`src/rtl/rr_collapse_iq.sv`:
```
module rr_collapse_iq #(
  parameter int DEPTH = 8,
  parameter int DW    = 8,
  parameter int CW    = 8,
  parameter int PW    = 8
) (
  input  logic                      clk,
  input  logic                      rst_n,
  input  logic                      alloc_req,
  input  logic [DW-1:0]             alloc_data,
  input  logic [DEPTH-1:0]          issue_clr,
  input  logic [PW-1:0]             rot_period,
  output logic [DEPTH-1:0]          entry_vld,
  output logic [DEPTH*DW-1:0]       entry_data,
  output logic [$clog2(DEPTH+1)-1:0] used,
  output logic                      full,
  output logic                      stall,
  output logic [$clog2(DEPTH)-1:0]  phead,
  output logic                      oldest_vld,
  output logic [$clog2(DEPTH)-1:0]  oldest_idx,
  output logic [DEPTH*CW-1:0]       wear_cnt
);
  localparam int IW = $clog2(DEPTH);
  localparam int TW = $clog2(DEPTH+1);

  logic [DEPTH-1:0] vld_q;
  logic [DW-1:0]    data_q [DEPTH];
  logic [CW-1:0]    wear_q [DEPTH];
  logic [TW-1:0]    tail_q;
  logic [IW-1:0]    ph_q;
  logic [PW-1:0]    cnt_q;

  logic [DEPTH-1:0] eff, ctrl;
  logic             top_empty, shrink, accept;
  logic [TW-1:0]    base;

  assign eff = vld_q & ~issue_clr;

  always_comb begin
    logic seen;
    seen = 1'b0;
    ctrl = '0;
    top_empty = 1'b0;
    for (int i = 0; i < DEPTH; i++) begin
      if (IW'(i) >= ph_q && TW'(i) < tail_q) begin
        if (!eff[i]) seen = 1'b1;
        ctrl[i] = seen;
      end
      if (TW'(i + 1) == tail_q && !eff[i]) top_empty = 1'b1;
    end
  end

  assign shrink = (|ctrl) || top_empty;
  assign base   = tail_q - TW'(shrink);
  assign full   = tail_q == TW'(DEPTH);
  assign stall  = alloc_req && full;
  assign accept = alloc_req && !full;

  for (genvar i = 0; i < DEPTH; i++) begin : g_ent
    logic          up_v;
    logic [DW-1:0] up_d;
    if (i == DEPTH - 1) begin : g_top
      assign up_v = 1'b0;
      assign up_d = '0;
    end else begin : g_mid
      assign up_v = eff[i+1];
      assign up_d = data_q[i+1];
    end

    always_ff @(posedge clk) begin
      if (!rst_n) begin
        vld_q[i]  <= 1'b0;
        data_q[i] <= '0;
        wear_q[i] <= '0;
      end else begin
        if (accept && base == TW'(i)) begin
          vld_q[i]  <= 1'b1;
          data_q[i] <= alloc_data;
        end else if (ctrl[i]) begin
          vld_q[i]  <= up_v;
          data_q[i] <= up_d;
        end else begin
          vld_q[i]  <= eff[i];
        end
        if (ctrl[i] && wear_q[i] != '1) wear_q[i] <= wear_q[i] + 1'b1;
      end
    end

    assign entry_data[i*DW +: DW] = data_q[i];
    assign wear_cnt[i*CW +: CW]   = wear_q[i];

    p_wear_sat_r10: assert property (@(posedge clk) disable iff (!rst_n)
      (wear_q[i] == '1) |=> (wear_q[i] == '1));

    p_below_ph_r6: assert property (@(posedge clk) disable iff (!rst_n)
      (IW'(i) < ph_q && vld_q[i] && !issue_clr[i]) |=> (vld_q[i] && $stable(data_q[i])));
  end

  always_ff @(posedge clk) begin
    if (!rst_n) begin
      tail_q <= '0;
      ph_q   <= '0;
      cnt_q  <= '0;
    end else begin
      tail_q <= base + TW'(accept);
      if (rot_period == '0) begin
        cnt_q <= '0;
      end else if (cnt_q >= rot_period - 1'b1) begin
        cnt_q <= '0;
        ph_q  <= (ph_q == IW'(DEPTH - 1)) ? '0 : ph_q + 1'b1;
      end else begin
        cnt_q <= cnt_q + 1'b1;
      end
    end
  end

  always_comb begin
    oldest_vld = 1'b0;
    oldest_idx = '0;
    for (int k = DEPTH - 1; k >= 0; k--) begin
      int p;
      p = int'(ph_q) + k;
      if (p >= DEPTH) p = p - DEPTH;
      if (vld_q[p]) begin
        oldest_vld = 1'b1;
        oldest_idx = IW'(p);
      end
    end
  end

  assign entry_vld = vld_q;
  assign used      = tail_q;
  assign phead     = ph_q;

  function automatic logic [IW-1:0] ph_inc(input logic [IW-1:0] v);
    return (v == IW'(DEPTH - 1)) ? '0 : v + 1'b1;
  endfunction

  p_no_overflow_r3: assert property (@(posedge clk) disable iff (!rst_n)
    tail_q <= TW'(DEPTH));

  p_stall_hold_r3: assert property (@(posedge clk) disable iff (!rst_n)
    stall |=> (tail_q <= $past(tail_q)));

  p_empty_above_tail_r2: assert property (@(posedge clk) disable iff (!rst_n)
    ((vld_q >> tail_q) == '0));

  p_shift_shrink_r5: assert property (@(posedge clk) disable iff (!rst_n)
    ((|ctrl) && !alloc_req) |=> (tail_q == $past(tail_q) - 1'b1));

  p_ph_step_r8: assert property (@(posedge clk) disable iff (!rst_n)
    (ph_q != $past(ph_q)) |-> (ph_q == ph_inc($past(ph_q))));

  p_ph_hold_r8: assert property (@(posedge clk) disable iff (!rst_n)
    (rot_period == '0) |=> $stable(ph_q));

  p_oldest_valid_r9: assert property (@(posedge clk) disable iff (!rst_n)
    oldest_vld |-> vld_q[oldest_idx]);
endmodule

```
`config.mk`:
```
export PLATFORM = sky130hd
export DESIGN_NAME = rr_collapse_iq
export DESIGN_NICKNAME = d
export VERILOG_FILES = /design/src/rtl/rr_collapse_iq.sv
export SDC_FILE = /design/constraint.sdc
export NUM_CORES = 1
export LEC_CHECK = 0
export ABC_AREA = 1
export CAP_MARGIN = 20
export CELL_PAD_IN_SITES_DETAIL_PLACEMENT = 1
export CELL_PAD_IN_SITES_GLOBAL_PLACEMENT = 1
export CORE_MARGIN = 4
export CORE_UTILIZATION = 48
export CTS_CLUSTER_DIAMETER = 30
export DETAILED_ROUTE_END_ITERATION = 8
export DONT_BUFFER_PORTS = 1
export GPL_ROUTABILITY_DRIVEN = 0
export PLACE_DENSITY_LB_ADDON = 0.1
export REMOVE_ABC_BUFFERS = 1
export SLEW_MARGIN = 15
export SYNTH_ARGS = -nofsm -noshare
export SYNTH_HDL_FRONTEND = slang
export SYNTH_SLANG_ARGS = --single-unit
```
`constraint.sdc`:
```
create_clock -name clk -period 4.3 [get_ports clk]
set_input_delay 0.43 -clock clk [delete_from_list [all_inputs] [get_ports clk]]
set_output_delay 0.43 -clock clk [all_outputs]
set_load 0.02 [all_outputs]
```
-- Yosys cells after proc, flatten, opt, wreduce, memory -nomap -nowiden
Memories as Yosys holds them, arrays and structs flattened.
Cells that the tools add are included.
- bits in registers: 23
- bits in writable memories: 128
- bits of input ports: 27
- logic and storage cells: 376
- memories kept: 2
- add/sub/neg operators: 28
- $lt $le $gt $ge: 33
- eq/ne operators: 25
- mux-type cells: 200
- bitwise gates (word level): 28
- reduce and logical (&&, ||, !) cells: 49
- memory list (name ; depth ; bits a word ; rd ports ; clocked after Yosys merged registers in ; write ports ; RTL line ; text):
    data_q ; 8 ; 8 ; 8 ; 0 ; 8 ; 27 ; logic [DW-1:0] data_q [DEPTH];
    wear_q ; 8 ; 8 ; 8 ; 0 ; 8 ; 28 ; logic [CW-1:0] wear_q [DEPTH];
- operator list (cell ; count):
    32-bit by 5-bit < comparator with 1-bit output, second input constant ; 8
    32-bit 2-to-1 mux ; 8
    8-bit 2-to-1 mux ; 24
    1-bit 2-to-1 mux ; 151
    8-bit by 1-bit adder with 8-bit output, second input constant ; 9
    8-bit inequality test, second input constant ; 8
    4-bit by 4-bit subtractor with 5-bit output, second input constant ; 7
    1-bit logical AND ; 34
    4-bit greater-or-equal comparator, second input constant ; 7
    3-bit 2-to-1 mux ; 9
    1-bit binary-select mux with 3-bit select ; 8
    1-bit OR ; 24
    3-bit by 3-bit adder with 4-bit output, second input constant ; 4
    3-bit by 4-bit equality test with 1-bit output, first input constant ; 4
    4-bit by 3-bit equality test with 1-bit output, second input constant ; 4
    3-bit by 4-bit < comparator with 1-bit output, first input constant ; 4
    3-bit greater-or-equal comparator, first input constant ; 4
    1-bit logical NOT ; 9
    3-bit by 2-bit adder with 4-bit output, second input constant ; 2
    8-bit AND ; 1
    2-bit by 4-bit equality test with 1-bit output, first input constant ; 2
    4-bit by 2-bit equality test with 1-bit output, second input constant ; 2
    8-bit greater-or-equal comparator ; 1
    8-bit logical NOT ; 1
    other kinds (23) ; 28

-- Longest topological paths before layout
- depth in word-level cells: 28
- depth in mapped cells: 26
- depth with buffers taken out: 25

-- Worst setup path after synthesis
OpenSTA, ideal clock, no wires.
- path kind: register to register
- from: reg ph_q[1], in the netlist phead[1]
- to: mem data_q[5][2], in the netlist data_q[1][10], enable pin
- library setup time: 0.329 ns
- arrival: 3.730 ns
- required time: 3.971 ns
- slack: 0.241 ns
- stages on the path, launching flop included: 23
- buffers on the path: 1
- cells stage by stage: dfxtp_1 -> clkinv_1 -> ha_1 -> inv_1 -> nand3_1 -> nand2_1 -> nor2_2 -> nor2_4 -> nand3_1 -> nand2_2 -> nand2_1 -> buf_4 -> nor2_1 -> nand3_1 -> ha_1 -> ha_1 -> or2_1 -> nand2_1 -> nor2_1 -> inv_1 -> nor2_1 -> nor2_2 -> nand3_1
- RTL lines (element ; RTL line ; text):
    start: declaration ; 30 ; logic [IW-1:0] ph_q;
    start signal: assignment ; 110 ; ph_q <= (ph_q == IW'(DEPTH - 1)) ? '0 : ph_q + 1'b1;
    end: declaration ; 27 ;

==> flow_summary.json <==
{
  "multi_input_area_sq_um": 3711,
  "wl_per_cell_um": 18.96,
  "final-hold-violation-count": 0,
  "diodes": 0,
  "hold_start": "rst_n",
  "die_w_um": 141.2,
  "postSynthCellCount": 966,
  "stdcell_count": 1222,
  "cap_viol_max_count": 0,
  "layout_min_cycle_time_ns": 3.959,
  "grt_setup_unrepaired": "false",
  "cts.htree.levels": 4,
  "synthFlopType": "edfxtp_1",
  "critPathSlowestCell": "dfxtp_1",
  "grt_max_degree": 36,
  "cp.arrival_ns": 4.07,
  "yosys-top-cells-area": "edfxtp_1, nand2_1, nand3_1",
  "initial_core_util_pct": 49.03,
  "synth-simple-area-share_pct": 27.11,
  "end_kind": "flop",
  "r2r_cells": 24,
  "grt_use_total_pct": 23.49,
  "via_per_inst": 5.527,
  "dieArea_sq_um": 19920,
  "overflow": 0,
  "cts-buffers-inserted": 17,
  "pre_cts_slack_ns": 0.1766,
  "syn_to_final_growth_pct": 10.29,
  "grt_antenna_before_repair": 0,
  "ir_worst_vdd_v": 0.0004004,
  "hold_depth": 2,
  "dp.cells": 1191,
  "setup_ws_ns": 0.3414,
  "maxSlewViolCount": 0,
  "rr_startpoint": "phead[0]",
  "ant_nets": 0,
  "critical_path_required_ns": 4.41,
  "io_buffers": 0,
  "clock_path_buffers": 2,
  "synth_fa_ha_area_share_pct": 4.704,
  "firstDrtPassIters": 4,
  "yosysSeqAreaShare_pct": 50.57,
  "r2r_slack_ns": 0.34,
  "drc": 0,
  "setup_tns_ns": 0,
  "pwr_density_cell_nw_per_um2": 738.6,
  "synth_edf_count": 128,
  "synth_top_area_share_pct": 45.16,
  "tritoncts": "yes",
  "ios": 176,
  "crit_fanout": 9,
  "netlist_area_sq_um": 8511,
  "synth_mux_area_share_pct": 0,
  "critPathLaunchType": "flop",
  "period_share_pct": 92.06,
  "yosysUniqueCellTypes": 45,
  "critPathKind": "reg2reg",
  "vias": 6754,
  "drt_iter0_markers": 291,
  "path_cells": "inv_2, ha_1, inv_1, o21ai_2, nand3b_4, nand2_2, nor2_4, nand2_1, nand2_2, nand2_4, inv_1, nand3_1, nor2_1, nand3_1, ha_1, ha_1, or2_1, nand2_1, inv_1, nor2_1, inv_2, nor2_1, nor2_2, nand2_2",
  "clk_pin_slew_ns": 0.06,
  "setup_viol": 0,
  "yosysTopAreaCell": "edfxtp_1",
  "ys_ff_latch": 151,
  "cellLeakagePower_nw": 3.914,
  "skew_ns": 0.01154,
  "cts_root_buffer": "clkbuf_16",
  "core_area_sq_um": 17360,
  "hp-class": "in2reg",
  "holdPathEnd": "used[0]",
  "post-cts-setup-buffers": 0,
  "clock_latency_ns": 0.42,
  "avgSynthCellArea_sq_um": 8.810,
  "fin_nets": 1044,
  "path_delay_family": "simple AND/OR/NAND/NOR gates",
  "fmax_mhz": 252.6,
  "synthXorXnorAreaFrac_pct": 4.014,
  "synth_top_family_by_area": "simple AND/OR/NAND/NOR gates",
  "wl_mm": 23.18,
  "die_h_um": 141.2,
  "ys_warn_count": 0,
  "relSlewSlack_pct": 65.15,
  "r2r_end": "data_q[0][30]",
  "dp_hpwl_mm": 18.33,
  "final-seq-area_sq_um": 4304,
  "postSynth.asyncResetShare_pct": 0,
  "critPathMaxStageDelay_ns": 0.51,
  "drive_above_1_share_pct": 11.43,
  "synth_compound_area_share_pct": 7.424,
  "grt_pass1_vias": 7132,
  "worst-path-buf-inv": 5,
  "row_count": 48,
  "numClockSinks": 151,
  "grt_pass1_wl_mm": 37.34,
  "worst_pin_slew_ns": 0.5199,
  "run_status": "complete, no violations",
  "nFillCells": 2029
}
==> synth_stat cells (2+ instances only) <==
cell type  count
a21oi_1       32
a31oi_2        2
buf_1          2
buf_2          4
buf_4          2
buf_6          3
clkbuf_1       2
clkinv_1       2
dfxtp_1       23
edfxtp_1     128
ha_1          32
inv_1        105
inv_2          9
nand2_1      171
nand2_2       11
nand3_1      118
nand3_2        5
nand3b_1       3
nand4_1        7
nor2_1       124
nor2_2        12
nor2_4         3
nor3_1        21
nor3_2         3
nor3b_1        5
o211ai_1       2
o21ai_0       55
o21ai_1       13
o22ai_1        3
or2_1          2
or2_2         11
xnor2_1       13
xor2_1        26
==> worst max path at each step <==
stage	start	endpoint	cells past startpoint	slack (ns)
2_1_floorplan	phead[1]	data_q[1][10]	21	0.25
3_3_place_gp	entry_vld[0]	data_q[0][2]	20	0.32
3_5_place_dp	entry_vld[0]	data_q[1][12]	21	0.18
4_1_cts	entry_vld[0]	data_q[1][14]	21	0.15
5_1_grt	phead[1]	data_q[0][29]	24	0.04
6_report	phead[0]	data_q[0][30]	24	0.34
==> layout by cell type (no fill, tap or decap), types with 2 or more instances in the layout <==
cell type and instances:
nand2_1 166, o21ai_0 55, xor2_1 26, clkbuf_16 17, nor3_2 4, o22ai_1 3, edfxtp_1 128, inv_6 3
clkinvlp_4 3, dfxtp_1 23, buf_4 13, clkinv_1 3, or2_2 11, inv_1 105, nor2_4 4, nor2_1 123
or2_1 2, nor3_1 20, o211ai_1 2, xnor2_1 13, nand2_2 16, ha_1 32, clkinv_2 2, nand3_2 6
a21oi_1 32, o21ai_1 13, nand4_1 7, nor2_2 12, a31oi_2 2, nand3b_1 3, nand3_1 117, clkinv_4 2
nor3b_1 5, inv_2 9
==> stage by stage <==
| step | area, sq um | util (%) | hold WS, ns | total power [mW] |
|---|---|---|---|---|
| floorplan | 8427 | - | 0.4300 | 4.782 |
| global placement | 8806 | 50.74 | 0.4486 | 5.457 |
| detailed placement | 8806 | 50.74 | 0.4657 | 5.535 |
| CTS | 9356 | 53.91 | 0.1060 | 6.963 |
| global route | 9387 | 54.08 | 0.1201 | 7.362 |
| finish | 9387 | 54.08 | 0.1352 | 6.933 |
==> logic make-up after synthesis <==
kind of cell,after synthesis
flip-flops,151
AND/OR/NAND/NOR,500
adder cells (fa/ha/maj),32
buffers and inverters,130
XOR/XNOR,39
AO/OA/AOI/OAI,114
==> what timing repair did <==
item                                    CTS  global route
hold buffers                              0             0
endpoints found under the setup margin    0            57
gates resized for setup                   0             9
==> layout make-up <==
type                    count  area share (%)
flip-flops and latches    151           45.85
well taps                 225           2.999
clock inverters            13           1.293
multi-input cells         685           39.54
inverters                 117           4.705
repair buffers             13           1.040
clock buffers              18           4.572
==> routing by layer <==
layer	routed length [um]	global-route usage, %	vias up
li1	-	-	3295
met3	1632	6.852	21
met5	0	0	-
met1	9825	28.76	3285
met2	11410	40.56	153
met4	306	6.323	0
==> flip-flops by register name (all words and copies together), names as in the netlist <==
name       cells
wear_q        64
cnt_q          8
used           4
data_q        64
entry_vld      8
phead          3
==> where the power goes <==
| part | switching [mW] | leakage (nW) | internal, mW |
|---|---|---|---|
| clock | 0.617 | 0.263 | 0.800 |
| sequential | 1.16 | 1.61 | 2.35 |
| combinational | 1.41 | 2.04 | 0.601 |
(Power assumes the default switching activity.)
